--- src/rtl/sd_pkg.sv ---
package sd_pkg;

  typedef enum logic [1:0] {
    PS_OFF       = 2'd0,
    PS_ACTIVE    = 2'd1,
    PS_HIBERNATE = 2'd2
  } pwrState_t;

  localparam logic [2:0] CAUSE_NONE    = 3'd0;
  localparam logic [2:0] CAUSE_THERMAL = 3'd1;
  localparam logic [2:0] CAUSE_FAULT   = 3'd2;
  localparam logic [2:0] CAUSE_WDOG    = 3'd3;
  localparam logic [2:0] CAUSE_GPIO    = 3'd4;
  localparam logic [2:0] CAUSE_ONKEY   = 3'd5;
  localparam logic [2:0] CAUSE_SOFT    = 3'd6;

  // control -> datapath strobes
  typedef struct packed {
    logic armed;    // state is ACTIVE or HIBERNATE
    logic clrWdog;  // entering OFF this cycle
  } sdStrobe_t;

endpackage

--- src/rtl/sd_hold_timer.sv ---
module sd_hold_timer #(
  parameter int CNT_W = 4
) (
  input  logic             clk,
  input  logic             rstN,
  input  logic             tick,
  input  logic             active,
  input  logic [CNT_W-1:0] limit,
  output logic             expired
);

  logic [CNT_W-1:0] holdCnt;

  // counts ticks of continuous activity, stops one past the limit
  always_ff @(posedge clk or negedge rstN) begin
    if (!rstN) begin
      holdCnt <= '0;
    end else if (!active) begin
      holdCnt <= '0;
    end else if (tick && (holdCnt <= limit)) begin
      holdCnt <= holdCnt + 1'b1;
    end
  end

  assign expired = active && (holdCnt > limit);

endmodule

--- src/rtl/sd_datapath.sv ---
module sd_datapath
  import sd_pkg::*;
#(
  parameter int NGPIO          = 2,
  parameter int NFAULT         = 4,
  parameter int GPIO_HOLD_MS   = 5,
  parameter int ONKEY_LONG_MS  = 10000,
  parameter int ONKEY_SHORT_MS = 5000,
  parameter int WDOG_PRIOR     = 7
) (
  input  logic              clk,
  input  logic              rstN,
  input  logic              msTick,
  input  logic              swChipOnWr,
  input  logic              swChipOnData,
  input  logic [NGPIO-1:0]  gpioPin,
  input  logic [NGPIO-1:0]  gpioPol,
  input  logic [NGPIO-1:0]  gpioPwrOffEn,
  input  logic              onKeyPin,
  input  logic              onKeyPol,
  input  logic              onKeyShortHold,
  input  logic              wdogTimeout,
  input  logic [NFAULT-1:0] faultFlags,
  input  logic [NFAULT-1:0] faultShutEn,
  input  logic              thermalTrip,
  input  sdStrobe_t         strobe,
  output logic              sdValid,
  output logic [2:0]        sdCause
);

  localparam int GP_W = $clog2(GPIO_HOLD_MS + 2);
  localparam int OK_W = $clog2(ONKEY_LONG_MS + 2);
  localparam int WD_W = $clog2(WDOG_PRIOR + 1);
  localparam logic [GP_W-1:0] GP_LIMIT   = GP_W'(GPIO_HOLD_MS);
  localparam logic [OK_W-1:0] OK_LONG    = OK_W'(ONKEY_LONG_MS);
  localparam logic [OK_W-1:0] OK_SHORT   = OK_W'(ONKEY_SHORT_MS);
  localparam logic [WD_W-1:0] WD_PRIOR_V = WD_W'(WDOG_PRIOR);

  logic [NGPIO-1:0] gpioExpired;
  logic             onKeyExpired;
  logic [WD_W-1:0]  wdogCnt;

  logic thermHit, faultHit, wdogHit, gpioHit, onKeyHit, softHit;

  // one hold timer per GPIO; idle unless enabled and the machine is armed
  for (genvar g = 0; g < NGPIO; g++) begin : g_gpioTimer
    logic gpioActive;
    assign gpioActive = strobe.armed && gpioPwrOffEn[g] && (gpioPin[g] == gpioPol[g]);
    sd_hold_timer #(.CNT_W(GP_W)) u_gpioTimer (
      .clk     (clk),
      .rstN    (rstN),
      .tick    (msTick),
      .active  (gpioActive),
      .limit   (GP_LIMIT),
      .expired (gpioExpired[g])
    );
  end

  logic onKeyActive;
  logic [OK_W-1:0] onKeyLimit;
  assign onKeyActive = strobe.armed && (onKeyPin == onKeyPol);
  assign onKeyLimit  = onKeyShortHold ? OK_SHORT : OK_LONG;

  sd_hold_timer #(.CNT_W(OK_W)) u_onKeyTimer (
    .clk     (clk),
    .rstN    (rstN),
    .tick    (msTick),
    .active  (onKeyActive),
    .limit   (onKeyLimit),
    .expired (onKeyExpired)
  );

  // watchdog fault history, saturating
  always_ff @(posedge clk or negedge rstN) begin
    if (!rstN) begin
      wdogCnt <= '0;
    end else if (strobe.clrWdog) begin
      wdogCnt <= '0;
    end else if (strobe.armed && wdogTimeout && (wdogCnt < WD_PRIOR_V)) begin
      wdogCnt <= wdogCnt + 1'b1;
    end
  end

  assign thermHit = strobe.armed && thermalTrip;
  assign faultHit = strobe.armed && (|(faultFlags & faultShutEn));
  assign wdogHit  = strobe.armed && wdogTimeout && (wdogCnt == WD_PRIOR_V);
  assign gpioHit  = |gpioExpired;
  assign onKeyHit = onKeyExpired;
  assign softHit  = strobe.armed && swChipOnWr && !swChipOnData;

  // fixed priority, lowest code first
  always_comb begin
    sdCause = CAUSE_NONE;
    if (thermHit)      sdCause = CAUSE_THERMAL;
    else if (faultHit) sdCause = CAUSE_FAULT;
    else if (wdogHit)  sdCause = CAUSE_WDOG;
    else if (gpioHit)  sdCause = CAUSE_GPIO;
    else if (onKeyHit) sdCause = CAUSE_ONKEY;
    else if (softHit)  sdCause = CAUSE_SOFT;
  end

  assign sdValid = (sdCause != CAUSE_NONE);

endmodule

--- src/rtl/sd_control.sv ---
module sd_control
  import sd_pkg::*;
(
  input  logic       clk,
  input  logic       rstN,
  input  logic       wakeReq,
  input  logic       hibReq,
  input  logic       sdValid,
  input  logic [2:0] sdCause,
  output sdStrobe_t  strobe,
  output pwrState_t  state,
  output logic [2:0] cause
);

  pwrState_t stateNext;
  logic [2:0] causeNext;

  always_comb begin
    stateNext = state;
    causeNext = cause;
    unique case (state)
      PS_OFF: begin
        if (wakeReq) begin
          stateNext = PS_ACTIVE;
          causeNext = CAUSE_NONE;
        end
      end
      PS_ACTIVE: begin
        if (sdValid) begin
          stateNext = PS_OFF;
          causeNext = sdCause;
        end else if (hibReq) begin
          stateNext = PS_HIBERNATE;
        end
      end
      PS_HIBERNATE: begin
        if (sdValid) begin
          stateNext = PS_OFF;
          causeNext = sdCause;
        end else if (wakeReq) begin
          stateNext = PS_ACTIVE;
        end
      end
      default: begin
        stateNext = PS_OFF;
      end
    endcase
  end

  always_ff @(posedge clk or negedge rstN) begin
    if (!rstN) begin
      state <= PS_OFF;
      cause <= CAUSE_NONE;
    end else begin
      state <= stateNext;
      cause <= causeNext;
    end
  end

  assign strobe.armed   = (state != PS_OFF);
  assign strobe.clrWdog = (state != PS_OFF) && sdValid;

endmodule

--- src/rtl/pwr_shutdown_ctrl.sv ---
module pwr_shutdown_ctrl
  import sd_pkg::*;
#(
  parameter int NGPIO          = 2,
  parameter int NFAULT         = 4,
  parameter int GPIO_HOLD_MS   = 5,
  parameter int ONKEY_LONG_MS  = 10000,
  parameter int ONKEY_SHORT_MS = 5000,
  parameter int WDOG_PRIOR     = 7
) (
  input  logic              clk,
  input  logic              rstN,
  input  logic              msTick,
  input  logic              wakeReq,
  input  logic              hibReq,
  input  logic              swChipOnWr,
  input  logic              swChipOnData,
  input  logic [NGPIO-1:0]  gpioPin,
  input  logic [NGPIO-1:0]  gpioPol,
  input  logic [NGPIO-1:0]  gpioPwrOffEn,
  input  logic              onKeyPin,
  input  logic              onKeyPol,
  input  logic              onKeyShortHold,
  input  logic              wdogTimeout,
  input  logic [NFAULT-1:0] faultFlags,
  input  logic [NFAULT-1:0] faultShutEn,
  input  logic              thermalTrip,
  output logic [1:0]        pwrState,
  output logic [2:0]        shutCause
);

  sdStrobe_t  strobe;
  logic       sdValid;
  logic [2:0] sdCause;
  pwrState_t  state;

  sd_datapath #(
    .NGPIO          (NGPIO),
    .NFAULT         (NFAULT),
    .GPIO_HOLD_MS   (GPIO_HOLD_MS),
    .ONKEY_LONG_MS  (ONKEY_LONG_MS),
    .ONKEY_SHORT_MS (ONKEY_SHORT_MS),
    .WDOG_PRIOR     (WDOG_PRIOR)
  ) u_datapath (
    .clk            (clk),
    .rstN           (rstN),
    .msTick         (msTick),
    .swChipOnWr     (swChipOnWr),
    .swChipOnData   (swChipOnData),
    .gpioPin        (gpioPin),
    .gpioPol        (gpioPol),
    .gpioPwrOffEn   (gpioPwrOffEn),
    .onKeyPin       (onKeyPin),
    .onKeyPol       (onKeyPol),
    .onKeyShortHold (onKeyShortHold),
    .wdogTimeout    (wdogTimeout),
    .faultFlags     (faultFlags),
    .faultShutEn    (faultShutEn),
    .thermalTrip    (thermalTrip),
    .strobe         (strobe),
    .sdValid        (sdValid),
    .sdCause        (sdCause)
  );

  sd_control u_control (
    .clk     (clk),
    .rstN    (rstN),
    .wakeReq (wakeReq),
    .hibReq  (hibReq),
    .sdValid (sdValid),
    .sdCause (sdCause),
    .strobe  (strobe),
    .state   (state),
    .cause   (shutCause)
  );

  assign pwrState = state;

endmodule

--- config.mk ---
export PLATFORM = sky130hd
export DESIGN_NAME = pwr_shutdown_ctrl
export DESIGN_NICKNAME = d
export VERILOG_FILES = /design/src/rtl/sd_pkg.sv /design/src/rtl/sd_hold_timer.sv /design/src/rtl/sd_datapath.sv /design/src/rtl/sd_control.sv /design/src/rtl/pwr_shutdown_ctrl.sv
export SDC_FILE = /design/constraint.sdc
export NUM_CORES = 1
export LEC_CHECK = 0
export ABC_AREA = 1
export BUFFER_PORTS_ARGS = -buffer_cell sky130_fd_sc_hd__buf_2
export CELL_PAD_IN_SITES_DETAIL_PLACEMENT = 0
export CELL_PAD_IN_SITES_GLOBAL_PLACEMENT = 1
export CORE_MARGIN = 2
export CORE_UTILIZATION = 39
export CTS_BUF_LIST = sky130_fd_sc_hd__clkbuf_4
export CTS_CLUSTER_DIAMETER = 200
export DETAILED_ROUTE_END_ITERATION = 7
export PLACE_DENSITY = 0.79
export SYNTH_ARGS = -nofsm -noshare
export SYNTH_HDL_FRONTEND = slang
export SYNTH_HIERARCHICAL = 1
export SYNTH_SLANG_ARGS = --single-unit
--- constraint.sdc ---
create_clock -name clk -period 2.4 [get_ports clk]
set_input_delay 0.48 -clock clk [delete_from_list [all_inputs] [get_ports clk]]
set_output_delay 0.48 -clock clk [all_outputs]
set_load 0.02 [all_outputs]
Word-level counts from Yosys, hierarchy flattened
Cells that the tools add are included.
{"block": "totals", "ff_bits": 28, "latch_bits": 0, "mem_bits_rw": 0, "mem_bits_ro": 0, "in_bits": 26, "elab_cells": 82, "memories": 0}
{"block": "classes", "addsub": 4, "mul": 0, "div_mod_pow": 0, "order_cmp": 7, "n_eq_ne": 12, "shift": 0, "muxes": 23, "bitwise_logic": 1, "reduce_logical": 29}
{"cell": "14-bit two-way mux", "count": 3}
{"cell": "3-bit two-way mux", "count": 14}
{"cell": "1-bit logical AND", "count": 19}
{"cell": "14-bit by 1-bit adder with 14-bit output, second input constant", "count": 1}
{"cell": "14-bit greater-than comparator", "count": 1}
{"cell": "14-bit less-or-equal comparator", "count": 1}
{"cell": "3-bit by 1-bit adder with 3-bit output, second input constant", "count": 3}
{"cell": "2-bit two-way mux", "count": 4}
{"cell": "2-bit by 1-bit inequality test with 1-bit output, second input constant", "count": 4}
{"cell": "3-bit greater-than comparator, second input constant", "count": 2}
{"cell": "3-bit less-or-equal comparator, second input constant", "count": 2}
{"cell": "2-bit one-hot mux with 3 select lines", "count": 1}
{"cell": "3-bit one-hot mux with 2 select lines", "count": 1}
{"cell": "2-bit nonzero test", "count": 3}
{"cell": "4-bit AND", "count": 1}
{"cell": "2-bit OR reduction", "count": 2}
{"cell": "4-bit OR reduction", "count": 1}
{"cell": "1-bit == test", "count": 3}
{"cell": "3-bit == test, second input constant", "count": 1}
{"cell": "3-bit < comparator, second input constant", "count": 1}
{"cell": "3-bit by 2-bit inequality test with 1-bit output, second input constant", "count": 1}
{"cell": "3-bit AND reduction", "count": 1}
{"cell": "3-bit nonzero test", "count": 1}
{"cell": "2-bit by 1-bit == test with 1-bit output, second input constant", "count": 1}
{"cell": "other kinds (4)", "count": 4}

Logic depth before layout (Yosys ltp)
Gate-level depths: netlist (run 1).
{"block": "depth", "word_depth": 12, "depth_mapped": 25}

By module
Netlist (run 1), hierarchy kept.
{"module": "sd_hold_timer at u_datapath.u_onKeyTimer", "instances": 1, "cells_per_inst": 217, "area_per_inst_um2": 1363.8}
{"module": "sd_hold_timer at u_datapath.g_gpioTimer[0].u_gpioTimer ...", "instances": 2, "cells_per_inst": 36, "area_per_inst_um2": 254.0}
{"module": "sd_datapath", "instances": 1, "cells_per_inst": 62, "area_per_inst_um2": 371.6}
{"module": "sd_control", "instances": 1, "cells_per_inst": 45, "area_per_inst_um2": 335.3}

Worst setup path after synthesis (run 1)
No wires, ideal clock.
{"block": "synth_timing", "kind": "register to register", "start": "register u_control.state[0]", "end": "register u_datapath.wdogCnt[0]", "arrival_time_ns": 2.636, "required_time_ns": 2.337, "setup_slack_ns": -0.299, "path_stages_with_launch": 23, "n_path_buf": 1, "synth_period_minus_slack_ns": 2.699, "cell_sequence": "dfrtp_1 > inv_1 > ha_1 > inv_2 > o21ai_0 > a21oi_1 > inv_2 > nor2_1 > nand2_4 > buf_4 > inv_1 > inv_1 > nand2_1 > inv_1 > a21oi_1 > nand2_1 > nand2_1 > nand2_1 > nand2_1 > inv_1 > nor3_2 > a21oi_1 > inv_1"}
{"element": "start, declared", "line": "sd_control.sv:11", "rtl": "output pwrState_t state,"}
{"element": "start signal, assigned", "line": "sd_control.sv:55", "rtl": "state <= stateNext;"}
{"element": "end signal, assigned", "line": "sd_datapath.sv:80", "rtl": "wdogCnt <= wdogCnt + 1'b1;"}
{"element": "end, declared", "line": "sd_datapath.sv:41", "rtl": "logic [WD_W-1:0] wdogCnt;"}

==> flow_summary.ini, run 1 <==
[run_status]
status = finished, final reports clean

[floorplanning]
core_area_sq_um = 6390
die_area_sq_um = 7280
die-width_um = 85.3
start_util = 0.404
ioPinCount = 31
rows = 29
die_h_um = 85.3

[sta]
max_slew_margin = 0.560
clock.fmax_mhz = 431
finalCritPeriodShare = 0.968
finalSetupTns_ns = 0
period_minus_slack_ns = 2.32
skew_ns = 0.00587
finalHoldViolCount = 0
worst_slew_pin_slew_ns = 0.659
drv_slew = 0
holdWs_ns = 0.146
grt_setup_unrepaired = yes
setup_viol = 0

[cells_and_area]
diodes = 0
n_fill_cell = 655
fin_nets = 524
postLayoutCellArea_sq_um = 3260
layout-drive-gt1-share = 0.274
syn_to_final_growth_pct = 26.4

[global_route]
top_usage_layer = met2
met2_usage = 0.314
grtUsageTotal = 0.170
grtUsageMet3 = 0.0263
overflow = 0
grt_max_degree = 29
grt_first_pass_wirelength_um = 10200
grt.met1_usage = 0.213
grt_pass1_vias = 2363
antenna_found_initial = 0

[pwr]
sw_frac_of_total = 0.466
seq_power_share = 0.310
p_sw_mw = 0.939
power_frac_clock = 0.106
power.density_nw_per_um2 = 618
peakVddDrop_mv = 0.537
leakagePower_nw = 1.87
combPwrFrac = 0.584
p_int_mw = 1.08

[setup_path]
critical_path_class = reg -> reg
worstPathArrival_ns = 2.61
required_ns = 2.69
crit_path_end_kind = flip-flop
start_kind = flip-flop
crit_path_max_fanout = 4

[worst_hold_path]
hold_class = in -> async

[clocking]
cts_htree_levels = 1
clockBufferDepth = 2
cts_sinks = 28
clk_latency_ns = 0.34
clk_pin_slew_ns = 0.16
tritoncts.num_buffers = 3
tritoncts = built
holdBufCountCts = 0
cts-root-buf = clkbuf_4

[route]
vias_per_cell = 4.64
routedWlPerCell_um = 10.9
drc = 0
routed_wl_um = 5940
postRouteAntennaNets = 0
first_iter_violations = 106
vias = 2530
firstDrtPassIters = 4

[logic_synthesis]
syn_area_sq_um = 2580
yosysSeqAreaShare = 0.272
synthCells = 396
synth-seq-cells = 28
synth_top_area_cell = dfrtp_1
synth_area_per_cell_sq_um = 6.51
synth.top_cell.area_share = 0.272
synth_cell_types = 33
synth.area.top_cells = dfrtp_1 (27%), nand2_1 (19%), ha_1 (14%)
ys_warn_count = 6

[job]
cap_violations = 0

[placed_design]
postPlaceCellArea_sq_um = 3060
hpwl_um = 4500
gp_congestion = 0.877
port_buffers = 30
==> state kept, by name (all words and copies together), names as in the netlist <==
register,cells
u_datapath/g_gpioTimer.u_gpioTimer/holdCnt,6
u_control/state,2
u_datapath/u_onKeyTimer/holdCnt,14
u_datapath/wdogCnt,3
u_control/cause,3
==> critical path: stages, from the launching register on <==
cell     delay [ns]
dfrtp_1        0.47
ha_4           0.30
nand2_4        0.05
nor2_4         0.14
nand3_4        0.12
nor2_4         0.15
nor2_4         0.05
nand2_4        0.07
inv_4          0.03
inv_2          0.04
nand2_2        0.06
nor2_2         0.10
nor2_2         0.05
a21oi_2        0.15
nand2_4        0.09
nand2_2        0.08
inv_2          0.06
nor3_2         0.16
a21oi_1        0.05
inv_1          0.05
==> power by group through the flow <==
stage / clock network [mW] / logic, mW / registers [mW]
after floorplan: 0 / 0.754 / 0.665
after detailed placement: 0 / 1.07 / 0.632
after CTS: 0.227 / 1.07 / 0.626
final: 0.213 / 1.18 / 0.625
after global routing: 0.244 / 1.34 / 0.643
after global placement: 0 / 1.05 / 0.634
==> kinds of logic (layout without fill, tap and decap cells) <==
| logic type | after synthesis | count (layout) | share of synthesized area |
|---|---|---|---|
| AOI/OAI and AO/OA | 26 | 26 | 0.0568 |
| DFF | 28 | 28 | 0.272 |
| adders and majority gates | 29 | 29 | 0.141 |
| other | 2 | 14 | 0.00291 |
| and+or+nand+nor | 232 | 232 | 0.396 |
| buffers and inverters | 73 | 133 | 0.112 |
| xor gates and xnor gates | 6 | 6 | 0.0204 |
==> cell usage after synthesis (all sizes together) <==
master,number
nor3b,2
o21a,1
inv,67
conb,2
o21bai,4
o21ai,8
dfrtp,28
clkinv,1
or2,3
a21oi,13
nand2,142
xor2,4
xnor2,2
ha,29
and2,1
nand4,4
nand3,34
buf,4
clkbuf,1
nor3,2
nor2,44
==> cells in the final DEF, fill, tap and decap left out, types with 9 or more instances in the layout <==
cell     instances
nand2_1        124
inv_1           53
nand3_1         32
buf_4           31
nor2_1          31
buf_2           30
dfrtp_1         25
ha_1            24
conb_1          14
nand2_2         13
inv_2           11
nor2_2           9
a21oi_1          9
==> path summary, 6_finish.rpt <==
check	to	depth (start not counted)	from	slack [ns]
worst max-delay path	u_datapath/wdogCnt[0]	19	u_datapath/u_onKeyTimer/holdCnt[12]	0.08
worst min-delay path	u_datapath/wdogCnt[1]	1	rstN	0.15
max in group asynchronous	u_datapath/u_onKeyTimer/holdCnt[13]	1	rstN	1.79
worst min register to register	u_control/cause[2]	2	u_control/cause[2]	0.53
worst max register to register	u_datapath/wdogCnt[0]	19	u_datapath/u_onKeyTimer/holdCnt[12]	0.08
min in group clk	u_control/state[1]	3	hibReq	0.43
==> layout make-up <==
| type | count | area [sq um] | area share |
|---|---|---|---|
| Clock buffer | 3 | 22.5 | 0.00691 |
| Tap cell | 77 | 96.3 | 0.0296 |
| Timing Repair Buffer | 61 | 383 | 0.117 |
| Inverter | 68 | 270 | 0.0829 |
| Clock inverter | 1 | 3.75 | 0.00115 |
| Multi-Input combinational cell | 307 | 1780 | 0.546 |
| Sequential cell | 28 | 704 | 0.216 |
==> per-stage QoR <==
stage                     utilization  cells  worst slack, ns  power (mW)
final                           0.510    545           0.0771        2.01
after global routing            0.510    545           -0.113        2.22
after CTS                       0.483    534          0.00754        1.93
after detailed placement        0.479    530           -0.262        1.70
after global placement          0.479    530           -0.209        1.68
after floorplan                     -    408         0.000437        1.42
==> layer usage <==
metal  share of wire  up-vias
li1                -     1353
met1            0.46     1132
met2            0.50       43
met3           0.033        2
met4          0.0040        0
met5               0        -
==> what timing repair did <==
action / in CTS / in global routing
resized for setup: 0 / 25
setup endpoints to repair: 0 / 8
buffers inserted: 0 / 11
No activity file was read; power rests on OpenSTA's default activity.
==> run 2: changes to the inputs <==
- CORE_UTILIZATION: 39 -> 45
- PLACE_DENSITY: 0.79 -> 0.86
- clock period: 2.4 -> 2.8 ns (I/O delays scaled with it)
==> flow_summary.ini, run 2 (synthesis results as in run 1) <==
[sta]
finalCritPeriodShare = 0.887
drv_slew = 0
finalHoldViolCount = 0
setup_viol = 0
finalSetupTns_ns = 0
clock.fmax_mhz = 403
worst_slew_pin_slew_ns = 0.669
max_slew_margin = 0.554
period_minus_slack_ns = 2.48
skew_ns = 0.00370

[cells_and_area]
largest_reg_flops = 14
top_register = u_datapath/u_onKeyTimer/holdCnt
final_common_cell = nand2_1
top_regs = u_datapath/u_onKeyTimer/holdCnt (14), u_datapath/g_gpioTimer.u_gpioTimer/holdCnt (6)
final-seq-area_sq_um = 701
final_cell_mix = nand2_1 (132), inv_1 (61), nor2_1 (36)
syn_to_final_growth_pct = 12.7
diodes = 0
n_fill_cell = 580
layout-drive-gt1-share = 0.157
multi_input_area_sq_um = 1650
fin_nets = 497

[setup_path]
critical_path_class = reg -> reg
slowest_delay_ns = 0.43
cp_top_family = simple AND/OR/NAND/NOR gates
regToRegSetupSlack_ns = 0.32
cp_cell_sequence = inv_1 -> ha_1 -> inv_4 -> o21ai_0 -> a21oi_2 -> inv_2 -> nor2_2 -> nand2_4 -> inv_1 -> inv_1 -> nand2_1 -> inv_1 -> a21oi_1 -> nand2_1 -> nand2_1 -> nand2_1 -> nor2_1 -> nand2_1 -> nand2_1 -> nand2_1 -> nand2_1 -> inv_1
r2r-start = u_control/state[1]
crit_path_max_fanout = 9
worstPathArrival_ns = 2.72
crit_path_top_delay_cell = dfrtp_1
crit_path_end_kind = flip-flop
reg2reg_depth = 22
start_kind = flip-flop
timing.rr.end = u_control/state[0]
crit_buf_inv = 7
cp_common_cell = nand2_1
required_ns = 3.04

[floorplanning]
rows = 27
ioPinCount = 31
start_util = 0.468
die_area_sq_um = 6350
die_h_um = 79.7
die-width_um = 79.7
core_area_sq_um = 5510

[route]
routed_wl_um = 5320
routedWlPerCell_um = 10.4
first_iter_violations = 86
drc = 0
firstDrtPassIters = 4
postRouteAntennaNets = 0
vias = 2386
vias_per_cell = 4.66

[placed_design]
port_buffers = 30
gp_congestion = 0.793
hpwl_um = 4240

[job]
cap_violations = 0

[pwr]
power.density_nw_per_um2 = 540
peakVddDrop_mv = 0.573
finalPower_mw = 1.57
leakagePower_nw = 1.72

[global_route]
top_usage_layer = met2
grt.met1_usage = 0.240
met2_usage = 0.354
grt_first_pass_wirelength_um = 9840
overflow = 0
grtUsageMet3 = 0.0170
grt_pass1_vias = 2349
grtUsageTotal = 0.191
grt_max_degree = 29
antenna_found_initial = 0

[clocking]
clk_latency_ns = 0.32
tritoncts.num_buffers = 3
holdBufCountCts = 0
cts-root-buf = clkbuf_4
clockBufferDepth = 2
tritoncts = built
cts_sinks = 28
clk_pin_slew_ns = 0.14
cts_htree_levels = 1

[run_status]
status = finished, final reports clean

[worst_hold_path]
hold_class = in -> async
run 2: area by class of cell:
type | count | area share
clock buffers | 3 | 0.00775
multi-input cells | 307 | 0.569
flip-flops and latches | 28 | 0.241
repair buffers | 34 | 0.0620
well taps | 72 | 0.0310
inverters | 68 | 0.0887
run 2: worst max path at each step:
| stage | from | endpoint | slack (ns) | cells after the start |
|---|---|---|---|---|
| 5_1_grt | u_control/state[1] | u_control/state[0] | -0.0004 | 22 |
| 2_1_floorplan | u_control/state[0] | u_datapath/wdogCnt[0] | 0.10 | 22 |
| 4_1_cts | u_control/state[0] | u_datapath/wdogCnt[0] | 0.10 | 21 |
| 3_5_place_dp | onKeyShortHold | u_datapath/wdogCnt[0] | 0.0006 | 24 |
| 3_3_place_gp | onKeyShortHold | u_datapath/wdogCnt[0] | 0.11 | 24 |
| 6_report | u_control/state[1] | u_control/state[0] | 0.32 | 22 |
run 2: repair_timing:
item                                    CTS  global route
buffers inserted                          0             2
endpoints found under the setup margin    0             8
gates resized for setup                   0             7
run 2: per-layer routing:
metal  wire [um]  share of wire
met5           0              0
met4          21         0.0039
met3         161          0.030
met2        2530           0.47
met1        2610           0.49
run 2: report_power, final:
group	switching [mW]	total [mW]	internal [mW]
sequential	0.0630	0.535	0.472
clock	0.114	0.164	0.0504
combinational	0.559	0.869	0.310
total	0.735	1.57	0.833
run 2: stage by stage:
step / setup slack (ns) / util / instances / hold slack (ns) / instance area, sq um
finish: 0.317 / 0.528 / 512 / 0.241 / 2910
detailed placement: 0.000566 / 0.517 / 507 / 0.484 / 2850
global route: -0.000357 / 0.528 / 512 / 0.271 / 2910
floorplan: 0.101 / - / 408 / 0.264 / 2620
CTS: 0.104 / 0.521 / 510 / 0.255 / 2870
global placement: 0.108 / 0.517 / 507 / 0.474 / 2850
==> run 3: changes to the inputs <==
- BUFFER_PORTS_ARGS: -buffer_cell sky130_fd_sc_hd__buf_2 -> unset
- DONT_BUFFER_PORTS: unset -> 1
- PLACE_DENSITY: 0.86 -> 0.8
- RECOVER_POWER: unset -> 25
- SKIP_LAST_GASP: unset -> 1
==> flow_summary.ini, run 3 (synthesis results as in run 1) <==
[placed_design]
placed_cells = 480
post-place-ws_ns = 0.118
postPlaceCellArea_sq_um = 2720
hpwl_um = 4240
port_buffers = 0
gp_congestion = 0.789

[pwr]
peakVddDrop_mv = 0.484
leakagePower_nw = 1.62
finalPower_mw = 1.63
power.density_nw_per_um2 = 584

[setup_path]
timing.rr.end = u_datapath/wdogCnt[0]
crit_path_top_delay_cell = dfrtp_1
worstPathArrival_ns = 2.77
reg2reg_depth = 20
crit_path_end_kind = flip-flop
start_kind = flip-flop
cp_top_family = simple AND/OR/NAND/NOR gates
cp_common_cell = nand2_1
cp_cell_sequence = ha_1 -> nand2_1 -> inv_1 -> nand2_1 -> nand2_1 -> a21oi_1 -> nand2_2 -> nand2_4 -> inv_1 -> inv_1 -> nand2_1 -> nor2_1 -> nor2_2 -> a21oi_2 -> nand2_1 -> nand2_1 -> inv_1 -> nor3_2 -> a21oi_1 -> inv_1
slowest_delay_ns = 0.48
crit_buf_inv = 5
r2r-start = u_datapath/u_onKeyTimer/holdCnt[9]
regToRegSetupSlack_ns = 0.32
crit_path_max_fanout = 6
required_ns = 3.10
critical_path_class = reg -> reg

[clocking]
tritoncts.num_buffers = 3
cts_htree_levels = 1
cts_sinks = 28
cts-root-buf = clkbuf_4
clk_latency_ns = 0.34
tritoncts = built
clockBufferDepth = 2
clk_pin_slew_ns = 0.17

[worst_hold_path]
hold_class = in -> reg
hp-start = hibReq
holdPathEnd = u_control/state[1]
whs_path_depth = 2

[sta]
setup_viol = 0
layout_setup_ws_ns = 0.323
finalSetupTns_ns = 0
clock.fmax_mhz = 404
finalHoldViolCount = 0
period_minus_slack_ns = 2.48
skew_ns = 0.0131
max_slew_margin = -0.0616
finalCritPeriodShare = 0.884
holdWs_ns = 0.359
worst_slew_pin_slew_ns = 1.59
drv_slew = 29

[route]
firstDrtPassIters = 4
routedWlPerCell_um = 11.3
drc = 0
first_iter_violations = 107
vias_per_cell = 4.76
routed_wl_um = 5500
vias = 2312
postRouteAntennaNets = 0

[cells_and_area]
post-route-util = 0.507
layout-drive-gt1-share = 0.0918
top_regs = u_datapath/u_onKeyTimer/holdCnt (14), u_datapath/g_gpioTimer.u_gpioTimer/holdCnt (6)
final_common_cell = nand2_1
instances_no_fill = 486
fin_nets = 470
postLayoutCellArea_sq_um = 2790
final_cell_mix = nand2_1 (133), inv_1 (61), nor2_1 (37)
top_register = u_datapath/u_onKeyTimer/holdCnt
diodes = 0
largest_reg_flops = 14
syn_to_final_growth_pct = 8.30

[global_route]
grt_pass1_vias = 2317
grt_max_degree = 29
top_usage_layer = met2
met2_usage = 0.347
antenna_found_initial = 0
overflow = 0
grt_first_pass_wirelength_um = 10000
grtUsageTotal = 0.195
grt.met1_usage = 0.249
grtUsageMet3 = 0.0260

[floorplanning]
die_h_um = 79.7
ioPinCount = 31
rows = 27
die_area_sq_um = 6350
start_util = 0.468
die-width_um = 79.7
core_area_sq_um = 5510

[run_status]
status = complete, but fails checks
failed_checks = capacitance limit, slew limit

[job]
cap_violations = 1
[run 3: how the worst max path moves through the flow]
| stage | start | to | slack (ns) | cells after the start |
|---|---|---|---|---|
| after floorplan | u_control/state[0] | u_datapath/wdogCnt[0] | 0.10 | 22 |
| after global placement | onKeyShortHold | u_datapath/wdogCnt[0] | 0.18 | 21 |
| after detailed placement | onKeyShortHold | u_datapath/wdogCnt[0] | 0.12 | 22 |
| after CTS | u_control/state[0] | u_datapath/wdogCnt[0] | 0.28 | 21 |
| after global routing | u_datapath/u_onKeyTimer/holdCnt[11] | u_datapath/wdogCnt[0] | -0.01 | 19 |
| final | u_datapath/u_onKeyTimer/holdCnt[9] | u_datapath/wdogCnt[0] | 0.32 | 20 |
[run 3: area by class of cell]
class                           instances  area, sq um
Tap cell                               72         90.1
Clock buffer                            3         22.5
Fill cell                             576         2710
Clock inverter                          1         30.0
Multi-Input combinational cell        307         1640
Sequential cell                        28          701
Timing Repair Buffer                    7         51.3
Inverter                               68          258
[run 3: per-layer routing]
layer / up-vias / routed length [um]
met3: 4 / 240
met2: 42 / 2610
met5: - / 0
met1: 1014 / 2600
met4: 0 / 40
li1: 1252 / -
[run 3: timing repair]
item | 4_1_cts | 5_1_grt
buffers inserted | 0 | 0
setup endpoints to repair | 0 | 2
endpoints found under the hold margin | 28 | 0
hold buffers | 2 | 0
gates resized for setup | 0 | 3
[run 3: power breakdown]
group	internal [mW]	switching, mW	leakage, nW
clock network	0.145	0.129	0.0279
registers	0.472	0.0762	0.383
logic	0.281	0.529	1.21
total	0.898	0.734	1.62
